===== config.mk =====
export PLATFORM = sky130hd
export DESIGN_NAME = split_prio_arbiter
export DESIGN_NICKNAME = d
export VERILOG_FILES = /design/src/rtl/split_prio_arbiter.sv
export SDC_FILE = /design/constraint.sdc
export NUM_CORES = 1
export LEC_CHECK = 0
export ABC_AREA = 1
export BUFFER_PORTS_ARGS = -buffer_cell sky130_fd_sc_hd__buf_2
export CORE_AREA = 2 2 39 41
export DETAILED_ROUTE_END_ITERATION = 12
export DIE_AREA = 0 0 41 43
export PLACE_DENSITY = 0.52
export SETUP_SLACK_MARGIN = 0.5
export SLEW_MARGIN = 20
export SYNTH_ARGS = -nofsm -noshare
export SYNTH_HDL_FRONTEND = slang
export SYNTH_SLANG_ARGS = --single-unit
export TNS_END_PERCENT = 20

===== constraint.sdc =====
create_clock -name clk -period 1.4 [get_ports clk]
set_input_delay 0.07 -clock clk [delete_from_list [all_inputs] [get_ports clk]]
set_output_delay 0.07 -clock clk [all_outputs]
set_load 0.1 [all_outputs]

===== src/rtl/split_prio_arbiter.sv =====
module split_prio_arbiter (
  input  logic       clk,
  input  logic       rst,
  input  logic [1:0] req_i,
  input  logic       split_i,
  input  logic       resume_i,
  output logic [1:0] gnt_o,
  output logic       split_gnt_o
);
  logic [1:0] gnt_q;
  logic       pend_q, own_q, rsv_q, sg_q;

  wire       idle       = (gnt_q == 2'b00);
  wire       cur        = gnt_q[1];
  wire       resume_now = pend_q & (rsv_q | resume_i);
  wire [1:0] req_eff    = req_i & ~{pend_q & own_q, pend_q & ~own_q};

  always_ff @(posedge clk) begin
    if (rst) begin
      gnt_q  <= 2'b00;
      pend_q <= 1'b0;
      own_q  <= 1'b0;
      rsv_q  <= 1'b0;
      sg_q   <= 1'b0;
    end else begin
      sg_q <= 1'b0;
      if (pend_q & resume_i) rsv_q <= 1'b1;
      if (idle) begin
        if (resume_now) begin
          gnt_q  <= own_q ? 2'b10 : 2'b01;
          sg_q   <= 1'b1;
          pend_q <= 1'b0;
          rsv_q  <= 1'b0;
        end else if (req_eff[0]) begin
          gnt_q <= 2'b01;
        end else if (req_eff[1]) begin
          gnt_q <= 2'b10;
        end
      end else if (split_i & ~pend_q) begin
        pend_q <= 1'b1;
        own_q  <= cur;
        gnt_q  <= 2'b00;
      end else if (!req_i[cur]) begin
        gnt_q <= 2'b00;
      end
    end
  end

  assign gnt_o       = gnt_q;
  assign split_gnt_o = sg_q;
endmodule



# Word-level counts from Yosys, hierarchy flattened
# Index checks and enable logic that the tools add are counted.
# word_totals
in_bits	6
regBits	6
# op_classes
bitwise	11
magnitude_cmp	1
reduce_logical	6
eq_ne	3
mux	16
# op_table
cell	count
2-to-1 mux 2 bit	7
2-to-1 mux 1 bit	9
AND reduction 2 bit	3
bitwise AND 1 bit	5
!= test 4 x 1 -> 1 bit, second input constant	1
!= test 3 bit, second input constant	1
NOT 1 bit	3
bitwise AND 2 bit	1
zero test 2 bit	1
less-than comparator 1 x 2 -> 1 bit, second input constant	1
!= test 2 x 1 -> 1 bit, second input constant	1
NOT 2 bit	1
nonzero test 2 bit	1
OR reduction 2 bit	1
bitwise OR 1 bit	1

# Longest topological paths before layout
# logic_depth
ltp_word	8
ltp_mapped	9
ltp_nobuf	9

# Least setup slack after synthesis
# Ideal clock, no wire load.
# synth_path
kind	register -> register
from	register gnt_q[1] (netlist: gnt_o[1])
to	register gnt_q[1] (netlist: gnt_o[1])
path_stages_with_launch	8
path_slack_ns	-0.282
setup_ns	0.113
period_less_slack_ns	1.682
t_arrival_ns	1.569
path_cell_list	dfxtp_1 > inv_1 > nand2_1 > nand2_1 > nand2_2 > o21ai_2 > nor2_1 > nor2_1
# synth_via
elab_chain_len	4
word_cells_on_any_way	7
classes_between	eq/ne: 2; mux: 3; reduce/logical: 2
# synth_rtl
item	line_no	source
start: declaration	10	logic [1:0] gnt_q;
start signal: assignment	30	gnt_q <= own_q ? 2'b10 : 2'b01;
2-to-1 mux 1 bit (implied by the code) (2 in series)	43	end else if (!req_i[cur]) begin
!= test 3 bit (no source line)	--	
AND reduction 2 bit (no source line)	--	
# Parallel ways exist; a longest one is shown, timed or not. The select of a mux whose other input is x is not followed.
# A chain may end at the register's enable or synchronous reset.

# Final worst setup path
# layout_path
from	register gnt_q[0] (netlist: gnt_o[0])
to	register gnt_q[0] (netlist: gnt_o[0])
# layout_via
elab_chain_len	3
word_cells_on_any_way	5
classes_between	eq/ne: 2; mux: 1; reduce/logical: 2
# layout_rtl
item	line_no	source
zero test 2 bit (*)	13	wire idle = (gnt_q == 2'b00);
!= test 4 x 1 -> 1 bit (no source line) / != test 3 bit (equally long branches)	--	
AND reduction 2 bit (no source line)	--	
# Every way passes the cells marked *; elsewhere a longest branch is shown, timed or not.

==> results.md <==
- Summing all flip-flop and latch instances after layout gives 133 um^2.
- The final hold violation count is 0.
- The final cell utilization of the core is 0.333.
- The maximum clock insertion buffer count is 2.
- The fraction of layout instances using a drive strength above 1 is 0.368.
- The clock tree root driver cell is clkbuf_4.
- In the finished design, the share of the clock period the worst path needs comes to 0.732.
- The number of sinks handled by clock tree synthesis is 6.
- The number of synthesized flops with an enable pin is 0.
- The dominant cell by count in the synthesized netlist is nand2_1.
- After layout, the design draws a total of 0.901 mW.
- On the final layout, the worst hold slack is 16.8 ps.
- During placement, the flow inserted port buffers numbering 8.
- The count of nets left with antenna violations once routing finished came out at 0.
- The critical path start-end classification is flop to flop.
- The maximum clock frequency is 0.976 GHz.
- The average wire per cell in the routed design is 8.85 um.
- The post-synthesis instance total is 57.
- Counting instances in the post-synthesis netlist gives the leading cell types as nand2_1 (18), inv_1 (8), dfxtp_1 (6), nor2_1 (6), a21oi_1 (5).
- Compared with the post-synthesis result, the final layout area differs by 26.9%.
- The largest voltage drop on the vdd net is 0.000872 V.
- For met2 alone, demand over resource in global routing was 0.169.
- The placed wire-length estimate after detailed placement is 584 um.
- At the pin with the least slew margin, the transition time is 279 ps.
- The final-report setup violation count is 0.
- The post-CTS setup buffer count is 0.
- Setup slack on the worst reg-to-reg path comes out at 380 ps.
- The die span in x is 41 um.
- The largest driver fanout on the critical path is 5.
- The number of hold-repair buffers added at the cts stage is 0.
- The global-route track usage on met3 is 0.0838.
- The setup total negative slack is 0 ps.
- The maximum clock skew at final layout is 5.85 ps.
- The area occupied by multi-input gates is 200 um^2.
- The sequential cell area fraction in the yosys report is 0.331.
- The data arrival time of the worst path is 1170 ps.
- The post-detailed-route via-to-cell ratio is 4.36.
- The number of synthesized register bits is 6.
- The first global-routing pass estimated 1350 um of wire.
- In this run the worst hold path is classified as primary input to flop.
- STA classifies the critical path startpoint as a flop.
- The mapped netlist covers 363 um^2.
- During synthesis, Yosys emitted a total of 0 warnings.
- For this run, the number of standard cells in the final layout without fillers is 84.
- The number of antenna repair diodes is 0.
- The max-slew violation count is 0.
- The maximum number of pins on one net before global-route repair is 9.
- The biggest area consumer among synthesized cells is dfxtp_1.
- The max-cap violation count is 0.
- The worst relative slew slack is 0.816.
- For this configuration, the core starts out at a cell density of 0.262.
- The clock network latency to the later pin of the worst-skew pair is 250 ps.
- The detailed router finished its first iteration with 6 violations.
- The top cell type's share of synthesized area is 0.331.
- STA puts the critical path data required time at 1540 ps.
- For this run, design rule violations remaining after detail routing come to 0.
- In this run the number of H-tree levels came out at 1.
- The sum of routed wire length over all layers is 743 um.
- The endpoint type of the worst setup path is a flop.
- The run finished with clean final reports.
- The net count reported at finish is 75.
- In this run the most used layer during global routing was met2.
- The detailed-routing iteration count for the pre-antenna-repair pass is 3.
- The net count of the mapped netlist is 63.
- Setup repair after global routing could not meet its margin everywhere.
- In the global route stage, overall resource usage came out at 0.116.
- Yosys mapped the design onto 16 distinct sky130hd cell types.
- The shortest clock period the worst path allows after layout is 1020 ps.
- The clock transition at the register clock pins on the worst setup and hold paths after CTS is 50 ps.
- The via count is 366.
- The area enclosed by the die boundary is 1760 um^2.
- For this design the top-level I/O count stands at 9.
- For this run, global-route usage on met1 was measured as 0.129.
- The number of antenna violations at the first check in global routing is 0.
- Ranked by total cell area, the synthesized netlist is headed by dfxtp_1 (33%), nand2_1 (19%), inv_1 (8.3%).
- A synthesized cell averages 6.37 um^2.
- The instance count after placement with tap cells included is 80.
- The via count of the first global-routing pass came to 351.
- Global routing finished with a remaining overflow of 0.
- The weighted congestion reported at the end of routability-driven placement is 0.818.
- After synthesis, the share of flip-flops with an asynchronous set or reset is 0.
- The floorplan step set the die height to 43 um.
- The placeable core region is 1380 um^2.
- In this run the core area contains 14 standard-cell rows.
- The number of buffers created by CTS is 3.
- The most used flip-flop cell after synthesis is dfxtp_1.
- TritonCTS built the clock tree.
- The layout filler cell count is 157.
- Dividing total power by cell area gives a power density of 1960 nW/um^2.
- For this design the static power due to leakage is 0.225 nW.
metal layers:
layer	vias to the layer above	wire, um
li1	199	-
met1	157	338
met2	8	336
met3	2	60
met4	0	8
met5	-	0
worst max-delay path, stage by stage, from the launching register on:
cell     delay (ps)
dfxtp_4         350
nor2_4          160
inv_2            80
nor2_2           90
nand2_2          70
a21oi_1         120
nor2_1           60
layout by cell type (no fill, tap or decap):
cell and instances:
inv_1 7, dfxtp_4 3, nand2_2 3, nor2_4 1, a211oi_1 1, clkbuf_4 3, clkbuf_1 1, nand3_1 2
o21ai_0 1, dfxtp_2 1, a21oi_1 5, inv_2 2, nor3_1 1, nor2_2 2, nand2_1 17, buf_4 3
o21ai_2 1, dfxtp_1 2, buf_2 5, nor2_1 6, nand3_2 1
state kept, by name (all words and copies together) (netlist names):
register,count
pend_q,1
rsv_q,1
split_gnt_o,1
own_q,1
gnt_o,2
report_power, final:
| group | internal, mW | total, mW | switching (mW) |
|---|---|---|---|
| logic | 0.127 | 0.450 | 0.323 |
| registers | 0.223 | 0.276 | 0.0527 |
| clock network | 0.108 | 0.176 | 0.0673 |
final cells by class:
class / instances / area share
Timing Repair Buffer: 8 / 0.103
Multi-Input combinational cell: 41 / 0.435
Clock buffer: 4 / 0.0571
Sequential cell: 6 / 0.288
Inverter: 9 / 0.0734
Tap cell: 16 / 0.0435
path summary, 6_finish.rpt:
path | startpoint | endpoint | depth (start not counted)
min | rst | own_q | 2
min reg2reg | own_q | own_q | 2
max | gnt_o[0] | gnt_o[0] | 6
max reg2reg | gnt_o[0] | gnt_o[0] | 6
through the flow:
step	setup slack, ps	area (um^2)
after floorplan	281	370
after global placement	287	419
after detailed placement	289	419
after CTS	368	454
after global routing	274	460
final	375	460
cells by family after synthesis:
logic type | count (synthesis) | share of synthesized area
and+or+nand+nor | 33 | 0.417
AOI/OAI and AO/OA | 8 | 0.128
buffers and inverters | 10 | 0.124
DFF | 6 | 0.331
what timing repair did:
action | 4_1_cts | 5_1_grt
gates cloned | 0 | 0
gates resized for setup | 4 | 3
endpoints found under the setup margin | 6 | 8
(Power assumes the default switching activity.)
